==> src/rtl/fic_pkg.sv <==
package fic_pkg;
   localparam int EVT_N  = 6;
   localparam int EXT_N  = 4;
   localparam int REG_AW = 3;

   localparam int SRC_CLKERR = 0;
   localparam int SRC_PLL    = 1;
   localparam int SRC_UPPER  = 2;
   localparam int SRC_LOWER  = 3;
   localparam int SRC_ACTUP  = 4;
   localparam int SRC_ACTDN  = 5;

   localparam logic [EVT_N-1:0] EVT_MASK_RST = 6'b110011;

   typedef enum logic [REG_AW-1:0] {
      A_EVT_MASK = 3'd0,
      A_EVT_LAT  = 3'd1,
      A_EVT_LIVE = 3'd2,
      A_THR_UP   = 3'd3,
      A_THR_LO   = 3'd4,
      A_CH_MASK  = 3'd5,
      A_CH_LAT   = 3'd6,
      A_CH_LIVE  = 3'd7
   } reg_addr_e;
endpackage

==> src/rtl/fic_thresh_cmp.sv <==
module fic_thresh_cmp #(
   parameter int SMP_W = 12,
   parameter int THR_W = 8
) (
   input  logic             clk,
   input  logic             rst_n,
   input  logic             valid_i,
   input  logic [SMP_W-1:0] sample_i,
   input  logic [THR_W-1:0] thr_up_i,
   input  logic [THR_W-1:0] thr_lo_i,
   output logic             up_flag_o,
   output logic             lo_flag_o
);
   localparam int SHIFT = SMP_W - THR_W;

   logic [SMP_W-1:0] up_scaled, lo_scaled;

   generate
      if (SHIFT < 0) begin : g_bad
         $error("fic_thresh_cmp: SMP_W must be at least THR_W");
      end else if (SHIFT == 0) begin : g_direct
         assign up_scaled = thr_up_i;
         assign lo_scaled = thr_lo_i;
      end else begin : g_scaled
         assign up_scaled = {thr_up_i, {SHIFT{1'b0}}};
         assign lo_scaled = {thr_lo_i, {SHIFT{1'b0}}};
      end
   endgenerate

   always_ff @(posedge clk or negedge rst_n) begin
      if (!rst_n) begin
         up_flag_o <= 1'b0;
         lo_flag_o <= 1'b0;
      end else if (valid_i) begin
         up_flag_o <= sample_i > up_scaled;
         lo_flag_o <= sample_i < lo_scaled;
      end
   end

   // no valid strobe, no flag movement
   a_r10_hold_flags: assert property (@(posedge clk) disable iff (!rst_n)
      !valid_i |=> ($stable(up_flag_o) && $stable(lo_flag_o)));
   // equal or lower sample never raises the upper flag
   a_r3_no_false_upper: assert property (@(posedge clk) disable iff (!rst_n)
      (valid_i && (sample_i <= up_scaled)) |=> !up_flag_o);
   // equal or higher sample never raises the lower flag
   a_r4_no_false_lower: assert property (@(posedge clk) disable iff (!rst_n)
      (valid_i && (sample_i >= lo_scaled)) |=> !lo_flag_o);
endmodule

==> src/rtl/fic_stat_bank.sv <==
module fic_stat_bank #(
   parameter int W = 6
) (
   input  logic         clk,
   input  logic         rst_n,
   input  logic [W-1:0] live_i,
   input  logic         clr_i,
   output logic [W-1:0] lat_o
);
   generate
      if (W < 1) begin : g_bad
         $error("fic_stat_bank: W must be positive");
      end
      for (genvar i = 0; i < W; i++) begin : g_bit
         always_ff @(posedge clk or negedge rst_n) begin
            if (!rst_n) lat_o[i] <= 1'b0;
            else        lat_o[i] <= (lat_o[i] & ~clr_i) | live_i[i];
         end

         // live condition is captured at the next edge
         a_r5_live_sets: assert property (@(posedge clk) disable iff (!rst_n)
            live_i[i] |=> lat_o[i]);
         // sticky until a read
         a_r5_sticky: assert property (@(posedge clk) disable iff (!rst_n)
            (lat_o[i] && !clr_i) |=> lat_o[i]);
         // a read clears bits whose condition is gone
         a_r6_clear: assert property (@(posedge clk) disable iff (!rst_n)
            (clr_i && !live_i[i]) |=> !lat_o[i]);
      end
   endgenerate
endmodule

==> src/rtl/fault_irq_ctrl.sv <==
module fault_irq_ctrl
   import fic_pkg::*;
#(
   parameter int              SMP_W  = 12,
   parameter int              THR_W  = 8,
   parameter int              NUM_CH = 2,
   parameter int              DATA_W = 8,
   parameter logic [THR_W-1:0] UP_RST = 8'hBA,
   parameter logic [THR_W-1:0] LO_RST = 8'h4B
) (
   input  logic              clk,
   input  logic              rst_n,
   input  logic [EXT_N-1:0]  ext_evt_i,
   input  logic              smp_valid_i,
   input  logic [SMP_W-1:0]  smp_data_i,
   input  logic [NUM_CH-1:0] ovl_i,
   input  logic              reg_wr_i,
   input  logic              reg_rd_i,
   input  logic [REG_AW-1:0] reg_addr_i,
   input  logic [DATA_W-1:0] reg_wdata_i,
   output logic [DATA_W-1:0] reg_rdata_o,
   output logic              irq_o
);
   generate
      if (THR_W > DATA_W || NUM_CH > DATA_W || EVT_N > DATA_W) begin : g_bad_w
         $error("fault_irq_ctrl: register fields exceed DATA_W");
      end
      if (NUM_CH < 1) begin : g_bad_ch
         $error("fault_irq_ctrl: NUM_CH must be positive");
      end
   endgenerate

   logic [EVT_N-1:0]  evt_mask, evt_live, evt_lat;
   logic [NUM_CH-1:0] ch_mask, ch_lat;
   logic [THR_W-1:0]  thr_up, thr_lo;
   logic              up_flag, lo_flag;
   logic              evt_clr, ch_clr, irq_next;

   fic_thresh_cmp #(.SMP_W(SMP_W), .THR_W(THR_W)) u_cmp (
      .clk(clk), .rst_n(rst_n), .valid_i(smp_valid_i), .sample_i(smp_data_i),
      .thr_up_i(thr_up), .thr_lo_i(thr_lo), .up_flag_o(up_flag), .lo_flag_o(lo_flag));

   always_comb begin
      evt_live             = '0;
      evt_live[SRC_CLKERR] = ext_evt_i[0];
      evt_live[SRC_PLL]    = ext_evt_i[1];
      evt_live[SRC_UPPER]  = up_flag;
      evt_live[SRC_LOWER]  = lo_flag;
      evt_live[SRC_ACTUP]  = ext_evt_i[2];
      evt_live[SRC_ACTDN]  = ext_evt_i[3];
   end

   assign evt_clr = reg_rd_i && (reg_addr_i == A_EVT_LAT);
   assign ch_clr  = reg_rd_i && (reg_addr_i == A_CH_LAT);

   fic_stat_bank #(.W(EVT_N)) u_evt_bank (
      .clk(clk), .rst_n(rst_n), .live_i(evt_live), .clr_i(evt_clr), .lat_o(evt_lat));

   fic_stat_bank #(.W(NUM_CH)) u_ch_bank (
      .clk(clk), .rst_n(rst_n), .live_i(ovl_i), .clr_i(ch_clr), .lat_o(ch_lat));

   always_ff @(posedge clk or negedge rst_n) begin
      if (!rst_n) begin
         evt_mask <= EVT_MASK_RST;
         ch_mask  <= '0;
         thr_up   <= UP_RST;
         thr_lo   <= LO_RST;
      end else if (reg_wr_i) begin
         case (reg_addr_i)
            A_EVT_MASK: evt_mask <= reg_wdata_i[EVT_N-1:0];
            A_THR_UP:   thr_up   <= reg_wdata_i[THR_W-1:0];
            A_THR_LO:   thr_lo   <= reg_wdata_i[THR_W-1:0];
            A_CH_MASK:  ch_mask  <= reg_wdata_i[NUM_CH-1:0];
            default: ;
         endcase
      end
   end

   always_comb begin
      reg_rdata_o = '0;
      case (reg_addr_i)
         A_EVT_MASK: reg_rdata_o[EVT_N-1:0]  = evt_mask;
         A_EVT_LAT:  reg_rdata_o[EVT_N-1:0]  = evt_lat;
         A_EVT_LIVE: reg_rdata_o[EVT_N-1:0]  = evt_live;
         A_THR_UP:   reg_rdata_o[THR_W-1:0]  = thr_up;
         A_THR_LO:   reg_rdata_o[THR_W-1:0]  = thr_lo;
         A_CH_MASK:  reg_rdata_o[NUM_CH-1:0] = ch_mask;
         A_CH_LAT:   reg_rdata_o[NUM_CH-1:0] = ch_lat;
         A_CH_LIVE:  reg_rdata_o[NUM_CH-1:0] = ovl_i;
         default: ;
      endcase
   end

   assign irq_next = (|(evt_lat & ~evt_mask)) | (|(ch_lat & ~ch_mask));

   always_ff @(posedge clk or negedge rst_n) begin
      if (!rst_n) irq_o <= 1'b0;
      else        irq_o <= irq_next;
   end

   // an unmasked latched source raises the line one edge later
   a_r7_irq_rise: assert property (@(posedge clk) disable iff (!rst_n)
      ((|(evt_lat & ~evt_mask)) || (|(ch_lat & ~ch_mask))) |=> irq_o);
   // with every latched source masked or clear, the line drops
   a_r7_irq_fall: assert property (@(posedge clk) disable iff (!rst_n)
      (!(|(evt_lat & ~evt_mask)) && !(|(ch_lat & ~ch_mask))) |=> !irq_o);
endmodule

==> config.mk <==
export PLATFORM = sky130hd
export DESIGN_NAME = fault_irq_ctrl
export DESIGN_NICKNAME = d
export VERILOG_FILES = /design/src/rtl/fic_pkg.sv /design/src/rtl/fic_thresh_cmp.sv /design/src/rtl/fic_stat_bank.sv /design/src/rtl/fault_irq_ctrl.sv
export SDC_FILE = /design/constraint.sdc
export NUM_CORES = 1
export LEC_CHECK = 0
export BUFFER_PORTS_ARGS = -buffer_cell sky130_fd_sc_hd__buf_2
export CAP_MARGIN = 0
export CELL_PAD_IN_SITES_DETAIL_PLACEMENT = 1
export CELL_PAD_IN_SITES_GLOBAL_PLACEMENT = 2
export CORE_UTILIZATION = 35
export DETAILED_ROUTE_END_ITERATION = 10
export PLACE_DENSITY = 0.9
export SLEW_MARGIN = 20
export SYNTH_ARGS = -nofsm -noshare
export SYNTH_HDL_FRONTEND = slang
export SYNTH_SLANG_ARGS = --single-unit
==> constraint.sdc <==
create_clock -name clk -period 1.8 [get_ports clk]
set_input_delay 0.27 -clock clk [delete_from_list [all_inputs] [get_ports clk]]
set_output_delay 0.27 -clock clk [all_outputs]
set_load 0.005 [all_outputs]
==> impl_metrics.py <==
metrics = {
    "layout": {
        "num-nets-final": 299,
        "multi_input_area_um2": 1100,
        "register_area_um2": 892,
        "drive_gt1_share_pct": 38.4,
        "n_antenna_cell": 0,
        "nFillCells": 693,
        "areaGrowthSynthToFinish_pct": 19.9,
        "design_area_um2": 2570,
    },
    "flow_run": {
        "drv_cap": 0,
    },
    "clocking": {
        "cts_buffers": 5,
        "cts.sinks": 35,
        "cts_tree": "yes",
        "cts_buffer_depth": 2,
        "hold_buffers": 0,
        "htreeDepth": 2,
        "cts_root_buffer": "clkbuf_8",
        "clock_latency_ns": 0.28,
        "path_clk_slew_ns": 0.07,
    },
    "status": {
        "outcome": "finished, final reports clean",
    },
    "worst_setup_path": {
        "critPathArrivalTime_ns": 1.52,
        "critPathKind": "reg -> out",
        "crit_fanout": 2,
        "crit_family": "multiplexers",
        "crit_chain": "mux4_2, mux2_4, buf_6",
        "cp-end-kind": "output pin",
        "cp.required_ns": 1.53,
        "cp_slowest_cell": "mux4_2",
        "crit_buf_inv": 1,
        "critPathMaxStageDelay_ns": 0.46,
        "start_kind": "flip-flop",
    },
    "power_and_ir_drop": {
        "leakage_nw": 1.24,
        "p_total_w": 0.00227,
        "ir_drop_mv": 0.476,
        "power.density_nw_per_um2": 881,
    },
    "grt": {
        "grt_pass1_wl_um": 9330,
        "first_global_vias": 1898,
        "grt_overflow_total": 0,
        "antenna_found_initial": 0,
        "grt_max_degree": 36,
        "grt_usage_pct": 19.7,
    },
    "placed_design": {
        "io_buffers": 42,
        "gp_congestion": 0.761,
        "preCtsSetupSlack_ns": 0.117,
        "place_hpwl_um": 4430,
        "dpl_cell_area_um2": 2460,
    },
    "sta": {
        "slew_headroom_pct": 47.4,
        "worst_pin_slew_ns": 0.789,
        "setup_ws_ns": 0.0114,
        "hold_viol": 0,
        "maxSlewViolCount": 0,
        "rsz0062_at_grt": "yes",
        "skew_ns": 0.00444,
        "timing.fmax_mhz": 559,
        "period_share_pct": 99.4,
        "finalSetupViolations": 0,
        "fin_crit_ns": 1.79,
    },
    "routing": {
        "drt_first_pass_iters": 4,
        "avgRoutedWirePerCell_um": 17.5,
        "vias_per_cell": 5.29,
        "drc": 0,
        "final_antenna_net_count": 0,
        "routed_wl_um": 5680,
        "vias": 1719,
        "drt_iter0_drc": 32,
    },
    "yosys": {
        "synth-warning-count": 0,
        "syn-num-nets": 245,
        "netlist_instances": 196,
        "postSynth.asyncResetShare_pct": 100,
        "synth_edf_count": 0,
        "netlist_area_um2": 2150,
        "ys_ff_latch": 35,
        "ys_types": 38,
        "ys.flop_type": "dfrtp_1",
        "synth_seq_area_share_pct": 41.6,
        "synth.avg_cell_area_um2": 11.0,
    },
    "floorplan": {
        "io_pins": 43,
        "fp.dieH_um": 80.3,
        "die_area_um2": 6450,
        "rows": 28,
        "start_util_pct": 36.3,
        "fp.dieW_um": 80.3,
        "core-area_um2": 5920,
    },
    "worst_hold_path": {
        "min_path_type": "in -> async",
    },
}
power by group:
part / leakage [nW] / switching (W) / internal (W)
combinational: 0.827 / 0.000303 / 0.000342
clock: 0.0383 / 0.000258 / 0.000266
sequential: 0.374 / 0.000123 / 0.000973
total: 1.24 / 0.000685 / 0.00158
layer usage:
layer | GRT usage (%) | vias up | wire [um]
met3 | 4.20 | 10 | 187
met2 | 34.4 | 32 | 2810
met5 | 0 | - | 0
met1 | 24.1 | 865 | 2590
met4 | 6.07 | 0 | 87
li1 | - | 812 | -
cells in the mapped netlist (2+ instances only):
library cell / n / area, um^2
and3_1: 3 / 18.8
a22oi_1: 7 / 52.6
nand2_1: 10 / 37.5
o21ai_1: 7 / 35.0
buf_2: 4 / 20.0
buf_4: 3 / 22.5
mux2_4: 8 / 120
nor2_1: 2 / 7.51
a32o_1: 2 / 20.0
mux4_1: 3 / 78.8
mux2_1: 3 / 33.8
a41oi_1: 2 / 17.5
nand3_1: 3 / 15.0
o211ai_1: 2 / 15.0
dfstp_2: 13 / 342
ha_1: 15 / 188
o22ai_1: 7 / 43.8
nand2b_1: 2 / 12.5
mux2_2: 10 / 113
dfrtp_1: 22 / 551
o21ai_0: 4 / 20.0
a21oi_1: 8 / 40.0
a21o_1: 10 / 75.1
nor4_1: 2 / 12.5
inv_1: 25 / 93.8
nor2b_1: 7 / 43.8
metrics by stage:
stage	hold slack (ns)	cells	util, %	TNS [ns]
3_3_place_gp	0.394	314	41.6	0
5_1_grt	0.115	325	43.5	-0.0384
2_1_floorplan	-0.0256	196	-	0
4_1_cts	0.0925	324	43.3	-0.0138
3_5_place_dp	0.396	314	41.6	0
6_report	0.0669	325	43.5	0
registers in the layout, indices dropped and copies added, names as in the netlist, 2 cells and up:
register          flops
ch_mask               2
thr_lo                8
thr_up                8
u_ch_bank.lat_o       2
evt_mask              6
u_evt_bank.lat_o      6
cell families after synthesis:
family,count (synthesis),share of synthesized area [%]
flip-flops,35,41.6
AND/OR/NAND/NOR,36,10.5
AO/OA/AOI/OAI,53,16.3
multiplexers,24,16.1
buffers and inverters,33,6.88
adder cells (fa/ha/maj),15,8.74
final cells by class:
class / instances / share of cell area [%]
clock buffers: 7 / 2.97
flip-flops and latches: 35 / 34.7
inverters: 25 / 3.65
repair buffers: 55 / 12.2
multi-input cells: 128 / 42.9
well taps: 75 / 3.65
layout by cell type (no fill, tap or decap), types with 2 or more instances in the layout:
cell type	n
mux2_1	3
inv_1	25
nand2b_1	2
and3_1	3
mux2_2	9
dfrtp_1	22
nand3_1	3
nor2b_1	7
clkbuf_1	2
mux4_2	2
a32o_1	2
ha_1	15
o211ai_1	2
nor4_1	2
o21ai_1	7
a22oi_1	7
a41oi_1	2
dfstp_2	13
buf_2	41
o22ai_1	7
a21o_1	10
nand2_1	10
nor2_1	2
a21oi_1	8
clkbuf_8	5
buf_4	13
mux2_4	9
o21ai_0	4
path summary, 6_finish.rpt:
path | cells past startpoint | slack, ns | endpoint | from
min reg2reg | 1 | 0.48 | u_evt_bank.lat_o[0] | u_evt_bank.lat_o[0]
min | 1 | 0.07 | evt_mask[3] | rst_n
max reg2reg | 6 | 0.15 | u_cmp.lo_flag_o | thr_lo[6]
min in group clk | 2 | 0.18 | u_evt_bank.lat_o[1] | ext_evt_i[1]
max in group asynchronous | 1 | 1.23 | u_evt_bank.lat_o[5] | rst_n
max | 3 | 0.01 | reg_rdata_o[1] | u_ch_bank.lat_o[1]
repair_timing:
action / in CTS / in global routing
pin swaps: 0 / 0
buffers inserted: 3 / 1
gates resized for setup: 4 / 0
endpoints found under the setup margin: 1 / 1
(Power assumes the default switching activity.)
